==> src/rtl/status_byte_srq.sv <==
module status_byte_srq #(
  parameter int          DEPTH    = 8,
  parameter int          CODE_W   = 16,
  parameter logic [15:0] OVF_CODE = 16'hFF00
) (
  input  logic              clk,
  input  logic              rst,
  input  logic              sum_meas,
  input  logic              sum_ques,
  input  logic              sum_msg,
  input  logic              sum_event,
  input  logic              sum_oper,
  input  logic              ren_wr,
  input  logic [7:0]        ren_wdata,
  output logic [7:0]        ren_rdata,
  output logic [7:0]        query_byte,
  input  logic              poll_rd,
  output logic [7:0]        poll_byte,
  output logic              srq,
  input  logic              err_push,
  input  logic [CODE_W-1:0] err_code,
  input  logic              err_pop,
  output logic [CODE_W-1:0] err_rdata
);
  localparam int AW = $clog2(DEPTH);
  localparam int CW = AW + 1;

  logic [7:0]        sre;
  logic              rqs, mss_q;
  logic [CODE_W-1:0] mem [DEPTH];
  logic [AW-1:0]     head, tail;
  logic [CW-1:0]     count;

  wire       eav  = (count != '0);
  wire [7:0] base = {sum_oper, 1'b0, sum_event, sum_msg, sum_ques, eav, 1'b0, sum_meas};
  wire       mss  = |(base & sre & 8'hBF);

  wire do_pop   = err_pop & eav;
  wire full     = (count == CW'(DEPTH));
  wire ovf      = err_push & full & ~do_pop;
  wire push_add = err_push & ~ovf;

  assign ren_rdata  = sre;
  assign query_byte = base | {1'b0, mss, 6'b0};
  assign poll_byte  = base | {1'b0, rqs, 6'b0};
  assign srq        = rqs;
  assign err_rdata  = eav ? mem[head] : '0;

  always_ff @(posedge clk) begin
    if (rst) begin
      sre   <= '0;
      rqs   <= 1'b0;
      mss_q <= 1'b0;
      head  <= '0;
      tail  <= '0;
      count <= '0;
    end else begin
      mss_q <= mss;
      if (mss & ~mss_q)  rqs <= 1'b1;
      else if (poll_rd)  rqs <= 1'b0;
      if (ren_wr)        sre <= ren_wdata & 8'hBF;
      if (do_pop)        head <= head + 1'b1;
      if (push_add)      tail <= tail + 1'b1;
      count <= count + CW'(push_add) - CW'(do_pop);
    end
  end

  always_ff @(posedge clk) begin
    if (!rst) begin
      if (ovf)           mem[tail - 1'b1] <= OVF_CODE[CODE_W-1:0];
      else if (push_add) mem[tail] <= err_code;
    end
  end
endmodule

==> config.mk <==
export PLATFORM = sky130hd
export DESIGN_NAME = status_byte_srq
export DESIGN_NICKNAME = d
export VERILOG_FILES = /design/src/rtl/status_byte_srq.sv
export SDC_FILE = /design/constraint.sdc
export NUM_CORES = 1
export LEC_CHECK = 0
export BUFFER_PORTS_ARGS = -buffer_cell sky130_fd_sc_hd__buf_2
export CORE_MARGIN = 2
export CORE_UTILIZATION = 50
export CTS_CLUSTER_SIZE = 30
export DETAILED_ROUTE_END_ITERATION = 6
export HOLD_SLACK_MARGIN = 0.15
export PLACE_DENSITY = 0.79
export SLEW_MARGIN = 40
export SYNTH_ARGS = -nofsm -noshare
export SYNTH_HDL_FRONTEND = slang
export SYNTH_SLANG_ARGS = --single-unit
==> constraint.sdc <==
create_clock -name clk -period 2.4 [get_ports clk]
set_input_delay 0.48 -clock clk [delete_from_list [all_inputs] [get_ports clk]]
set_output_delay 0.48 -clock clk [all_outputs]
set_load 0.02 [all_outputs]
; ---- Yosys cells after proc, flatten, opt, wreduce, memory -nomap -nowiden
; Memory sizes are Yosys's and may differ from the RTL's. A register that Yosys moved wholly into a read port is not among the register bits.
; Cells that the tools add are included.
[classes]
n_shift = 0
n_eq_ne = 1
div = 0
n_lt_le_gt_ge = 0
reduce_logical = 4
bitwise = 11
mux = 15
addsub = 5
n_mul = 0
[op_table]
columns = operator, count
row1 = $mux 16, 2
row2 = $or 8x7->8, 2
row3 = $reduce_or 16->1, 1
row4 = $mux 1, 10
row5 = $mux 3, 3
row6 = $and 8x8->8, 1
row7 = $reduce_or 7->1, 1
row8 = $add 3x1->3 const B, 2
row9 = $and 1x1->1, 5
row10 = $add 4x1->4, 1
row11 = $eq 4x4->1 const B, 1
row12 = $reduce_bool 4->1, 1
row13 = $sub 4x1->4, 1
row14 = $not 1->1, 3
row15 = $sub 3x1->3 const B, 1
row16 = $reduce_bool 2->1, 1
[totals]
latch_bits = 0
mem_count = 1
ff_bits = 19
rom_bits = 0
ram_bits = 128
inputBits = 35
[mem_list]
columns = memory, words, word_bits, read_ports, rd_ports_with_merged_regs, wr, line_no
row1 = mem, 8, 16, 1, 1, 1, 30  ; logic [CODE_W-1:0] mem [DEPTH];

; ---- Depth between registers and ports, before layout
; Gate-level depths: netlist of run 1.
[logic_depth]
depth_word = 12
ltp_mapped = 13

; ---- Worst setup path after synthesis of run 1
; No wires, ideal clock.
[synth_path]
path_kind = register -> register
start = register count[2]
end = memory mem[6][0] (enable)
path_slack_ns = -0.077
setup_ns = 0.390
t_arrival_ns = 2.086
stages_incl_launch_ff = 7
cell_sequence = dfxtp_1 > inv_1 > ha_1 > and2b_1 > nor3_4 > a211oi_1 > nor2b_1
[synth_via]
elab_chain_len = 12
word_cells_on_any_way = 18
classes_between = eq/ne: 1 / mux: 9 / bitwise: 6 / reduce/logical: 2
[synth_lines]
columns = element, line_no
row1 = "start, declared", 32  ; logic [CW-1:0] count;
row2 = "start signal, assigned", 64  ; count <= count + CW'(push_add) - CW'(do_pop);
row3 = $reduce_bool 4->1, 34  ; wire eav = (count != '0);
row4 = $and 1x1->1, 38  ; wire do_pop = err_pop & eav;
row5 = $not 1->1, 40  ; wire ovf = err_push & full & ~do_pop;
row6 = $and 1x1->1 (*), 40
row7 = $not 1->1, 41  ; wire push_add = err_push & ~ovf;
row8 = $and 1x1->1, 41
row9 = $mux 1, 71  ; else if (push_add) mem[tail] <= err_code;
row10 = $mux 1, 70  ; if (ovf) mem[tail - 1'b1] <= OVF_CODE[CODE_W-1:0];
row11 = $mux 1, 69  ; if (!rst) begin
row12 = $mux 1 (implied by the code), 71
row13 = $reduce_or 16->1 (no line), -
row14 = $mux 3 (no line) or $mux 1 (tied branches), -
row15 = "end, declared", 30
; Every way passes the cells marked *; elsewhere a longest branch is shown, timed or not.

==> reports/qor.txt, run 1 <==
I/O pin cnt -> 76
Worst-Skew Late Latency -> 0.42 ns
EDFF count, synth -> 128
slew margin rel. -> 0.667
largest net degree at the start of global routing -> 33
Vias -> 3545
sequential area share after synthesis -> 0.677
flops & latches, synth -> 150
First-pass DRT Iterations -> 4
Final Wtd Congestion -> 0.776
synth warn -> 0
Crit path required time -> 1.92 ns
overall power -> 8.63 mW
fin crit share -> 1.03
# setup viols final -> 10
ys flop type -> edfxtp_1
Die Y -> 117 um
Die Area -> 13600 sq um
leakage power -> 2.75 nW
CTS buffer count -> 17
ANT cells -> 0
global-route wire length before repair -> 19100 um
Clock Skew -> 0.0119 ns
Synth area leader -> edfxtp_1
wire per inst -> 19.5 um
ys async rst share -> 0
Max Fclk -> 0.405 GHz
Clock Tree Root -> clkbuf_16
H-Tree Depth -> 4
Design Area, Final -> 7750 sq um
grt met1 use -> 0.252
crit-path cells -> buf_12 -> buf_16 -> mux4_2 -> mux2i_1 -> nor2_1 -> buf_4
clk sink count -> 150
initial antenna violation count -> 0
Area growth syn-to-layout -> 22.5%
Max Root-Sink Buffers -> 2
final worst slack -> -0.0703 ns
top cells by area, synth -> edfxtp_1 61%, mux4_2 11%, dfxtp_1 7.0%
Die X -> 117 um
CP max-delay cell -> mux4_2
vias per inst -> 5.54
vias in the first global route -> 3504
Post-Synthesis Cells -> 375
CTS tree -> yes
global-route track usage on met3 -> 0.0550
grt total ovfl -> 0
number of remaining DRC errors -> 0
initial detailed-routing violation count -> 246
Mean Syn Cell Area -> 16.9 sq um
synthesized area -> 6330 sq um
GRT Total Usage -> 0.199
DP Area -> 6930 sq um
Yosys top cell area share -> 0.607
reg2reg setup slack -> 0.13 ns
critical path class -> flip-flop to output port
Initial Util -> 0.508
crit path DAT -> 1.99 ns
worst slew pin tran -> 0.498 ns
Nets -> 500
final hold violation count -> 0
crit end category -> output port
RSZ-0062 raised after global routing -> true
Most Crowded Layer GR -> met2
post-route ant nets -> 0
most frequent cells in the layout -> 128 x edfxtp_1, 58 x buf_2, 33 x nor2_1
failing checks -> setup timing
layout cells sized above 1 -> 0.374
Max Cap Viol -> 0
Distinct cells, synth -> 45
# rows -> 41
Core Region -> 12500 sq um
worst hold path class -> input port to flip-flop
clock period minus worst slack -> 2.47 ns
Reg clk slew, reported paths -> 0.06 ns
final wirelength -> 12500 um
PD cells -> 1110 nW/um^2
Slew Viols, Final -> 0
hpwl dp -> 7110 um
Worst Path Max Fanout -> 8
M2 GR Usage -> 0.330
CP startpoint kind -> flip-flop
port bufs -> 71
commonest non-fill, non-tap cell in the layout -> edfxtp_1
worst vdd ir -> 652 uV
filler cell count -> 915
status -> complete, but fails checks
delay of the slowest critical-path stage -> 0.50 ns
==> Yosys cell counts (4+ instances only) <==
library cell  instances
buf_4                21
buf_1                 4
mux4_2               32
inv_1                 9
o211a_1               4
and2_1               11
nor2_1               33
dfxtp_1              22
buf_2                 4
or3_1                 8
nor2b_1               5
nand2b_1              5
edfxtp_1            128
mux2i_1              25
clkbuf_1              6
xnor2_1               4
ha_1                  9
==> worst paths after layout <==
kind	startpoint	end	depth (start not counted)
max reg2reg	count[2]	count[1]	10
min	poll_rd	srq	2
min reg2reg	mss_q	srq	1
max	flip-flop	err_rdata[6]	6
==> repair_timing <==
item / in CTS / in global routing
buffers inserted: 2 / 1
pin swaps: 2 / 10
gates cloned: 3 / 0
hold buffers: 0 / 0
gates resized for setup: 7 / 18
endpoints found under the setup margin: 16 / 87
==> worst max-delay path: cells and delay by family, from the launching register on <==
kind	cells	cell delay, ns
buffers and inverters	3	0.43
DFF	1	0.41
muxes	2	0.67
and+or+nand+nor	1	0.06
==> cell type report <==
class	instances	area, sq um	share of cell area
multi-input cells	180	1820	0.235
clock inverters	15	226	0.0292
repair buffers	95	733	0.0946
well taps	172	215	0.0278
flip-flops and latches	150	4290	0.553
inverters	11	41.3	0.00533
clock buffers	17	425	0.0549
==> layer usage <==
metal / vias to the layer above / share of wire
li1: 1586 / -
met1: 1784 / 0.41
met3: 19 / 0.060
met2: 156 / 0.51
met4: 0 / 0.016
met5: - / 0
==> power by group <==
part | switching [mW] | internal (mW)
registers | 0.103 | 3.05
logic | 1.35 | 1.23
clock network | 1.05 | 1.85
total | 2.50 | 6.13
==> sequential cells by signal (all words and copies together) (netlist names), named ones only <==
name and cells:
ren_rdata 7, tail 3, head 3, count 4
mem 128, srq 1, mss_q 1
==> per-stage QoR <==
stage          hold slack, ns  std cells  setup TNS (ns)  utilization  setup slack, ns
2_1_floorplan           0.412        377               0            -            0.126
3_3_place_gp            0.420        603               0        0.556            0.162
3_5_place_dp            0.433        603               0        0.556           0.0976
4_1_cts                 0.235        640          -0.597        0.619          -0.0655
5_1_grt                 0.251        640           -1.73        0.622           -0.176
6_report                0.258        640          -0.395        0.622          -0.0703
==> logic make-up after synthesis <==
| kind of cell | after synthesis | share of synthesized area |
|---|---|---|
| DFF | 150 | 0.677 |
| adders and majority gates | 10 | 0.0210 |
| buffers and inverters | 47 | 0.0423 |
| and+or+nand+nor | 83 | 0.0704 |
| muxes | 58 | 0.156 |
| AOI/OAI and AO/OA | 20 | 0.0249 |
| other | 1 | 0.000592 |
| xor gates and xnor gates | 6 | 0.00830 |
Note: power is estimated with default switching activity, not from simulation.
==> inputs of run 2 (changes only) <==
Settings changed: PLACE_DENSITY 0.79 to 0.76.
Clock period 2.4 ns to 2.7 ns, I/O delays scaled along.
==> reports/qor.txt, run 2 (synthesis gave the netlist of run 1 again) <==
CTS tree -> yes
Area growth syn-to-layout -> 17.4%
status -> complete, no violations
Crit path required time -> 2.16 ns (+0.24 ns)
leakage power -> 2.63 nW (-4.2%)
final setup TNS -> 0 ns (+0.395 ns)
# resized after CTS -> 0 (-7)
postcts setup bufs -> 0 (-2)
Multi-input gate area -> 1790 sq um (-2.0%)
vias in the first global route -> 3413 (-2.6%)
worst hold endpoint -> srq
hold_buf cts -> 0 (unchanged)
crit-path cells -> buf_12 -> mux4_2 -> mux2i_1 -> nor2_1 -> buf_2
final wirelength -> 11500 um (-7.7%)
Die X -> 117 um (unchanged)
PD cells -> 949 nW/um^2 (-15%)
GRT Total Usage -> 0.183 (-0.0161)
Initial Util -> 0.508 (unchanged)
worst hold path class -> input port to flip-flop
reg2reg setup slack -> 0.28 ns (+0.15 ns)
Core Region -> 12500 sq um (unchanged)
CTS buffer count -> 17 (unchanged)
WP buf/inv -> 2 (-1)
global-route wire length before repair -> 17800 um (-6.9%)
clk sink count -> 150 (unchanged)
filler cell count -> 929 (+1.5%)
layout cells sized above 1 -> 0.339 (-0.0348)
final hold violation count -> 0 (unchanged)
Clock Tree Root -> clkbuf_16
critical path class -> flip-flop to output port
worst vdd ir -> 475 uV (-27%)
Vias -> 3374 (-4.8%)
commonest non-fill, non-tap cell in the layout -> edfxtp_1
Max Fclk -> 0.388 GHz
RR Startpoint -> count[2]
overall power -> 7.05 mW (-18%)
max reg flops -> 128 (unchanged)
wire per inst -> 18.2 um (-6.5%)
Max Root-Sink Buffers -> 2 (unchanged)
CP startpoint kind -> flip-flop
fin crit share -> 0.955
initial detailed-routing violation count -> 376 (+53%)
Sequential Area -> 4290 sq um (about the same)
largest net degree at the start of global routing -> 33 (unchanged)
CP top delay family -> multiplexers
Largest Register -> mem
hpwl dp -> 7050 um (-0.83%)
reg2reg path depth -> 11 (+1)
R2R Path End -> count[2]
Finished Core Util -> 0.596 (-0.0258)
CP max-delay cell -> mux4_2
# setup viols final -> 0 (-10)
H-Tree Depth -> 4 (unchanged)
Nets -> 492 (-1.6%)
Die Y -> 117 um (unchanged)
port bufs -> 71 (unchanged)
initial antenna violation count -> 0 (unchanged)
Worst Hold Launch -> poll_rd
Worst-Skew Late Latency -> 0.41 ns (about the same)
Reg clk slew, reported paths -> 0.05 ns (about the same)
post-route ant nets -> 0 (unchanged)
clock period minus worst slack -> 2.58 ns
crit path DAT -> 2.04 ns (+0.05 ns)
I/O pin cnt -> 76 (unchanged)
number of remaining DRC errors -> 0 (unchanged)
Final Wtd Congestion -> 0.792 (+2.2%)
grt total ovfl -> 0 (unchanged)
Worst Path Max Fanout -> 32 (+24)
crit end category -> output port
Min-Delay Path Depth -> 2 (unchanged)
delay of the slowest critical-path stage -> 0.55 ns (+0.05 ns)
Slew Viols, Final -> 0 (unchanged)
RSZ-0062 raised after global routing -> false
ANT cells -> 0 (unchanged)
First-pass DRT Iterations -> 4 (unchanged)
# rows -> 41 (unchanged)
most frequent cells in the layout -> 128 x edfxtp_1, 71 x buf_2, 33 x nor2_1
Die Area -> 13600 sq um (unchanged)
Clock Skew -> 0.00877 ns (-0.00310 ns)
vias per inst -> 5.34 (-3.6%)
Max Cap Viol -> 0 (unchanged)
-- run 2: power breakdown --
group / total [mW] / internal, mW / switching (mW)
registers: 2.78 / 2.70 / 0.0790
clock network: 2.33 / 1.45 / 0.881
logic: 1.94 / 0.835 / 1.11
-- run 2: how the worst max path moves through the flow --
stage	startpoint	to	slack, ns	cells after the start
2_1_floorplan	count[2]	mem[6][0]	0.22	6
3_3_place_gp	err_pop	count[2]	0.29	10
3_5_place_dp	err_pop	count[2]	0.25	10
4_1_cts	flip-flop	err_rdata[4]	0.05	5
5_1_grt	flip-flop	err_rdata[4]	0.02	5
6_report	flip-flop	err_rdata[4]	0.12	5
-- run 2: cell type report --
type,count,area share
well taps,172,0.0290
multi-input cells,180,0.240
flip-flops and latches,150,0.577
clock buffers,19,0.0583
clock inverters,13,0.0211
repair buffers,87,0.0690
inverters,11,0.00556
-- run 2: layer usage --
metal | vias to the layer above | track usage | part of all wire
met5 | - | 0 | 0
met4 | 0 | 0.0595 | 0.0061
met3 | 7 | 0.0441 | 0.056
met2 | 108 | 0.318 | 0.52
met1 | 1696 | 0.227 | 0.42
li1 | 1563 | - | -
-- run 2: worst reg2reg max path, delay by kind of cell, from the launching register on --
family | cells | cell delay, ns
DFF | 1 | 0.30
and+or+nand+nor | 2 | 0.39
xor gates and xnor gates | 1 | 0.16
adders and majority gates | 4 | 1.05
buffers and inverters | 3 | 0.16
AOI/OAI and AO/OA | 1 | 0.23
-- run 2: through the flow --
stage	worst slack [ns]	instance area (sq um)	hold WS, ns	cells
2_1_floorplan	0.223	6340	0.412	377
3_3_place_gp	0.287	6840	0.421	600
3_5_place_dp	0.254	6840	0.438	600
4_1_cts	0.0517	7430	0.299	632
5_1_grt	0.0218	7430	0.317	632
6_report	0.120	7430	0.323	632
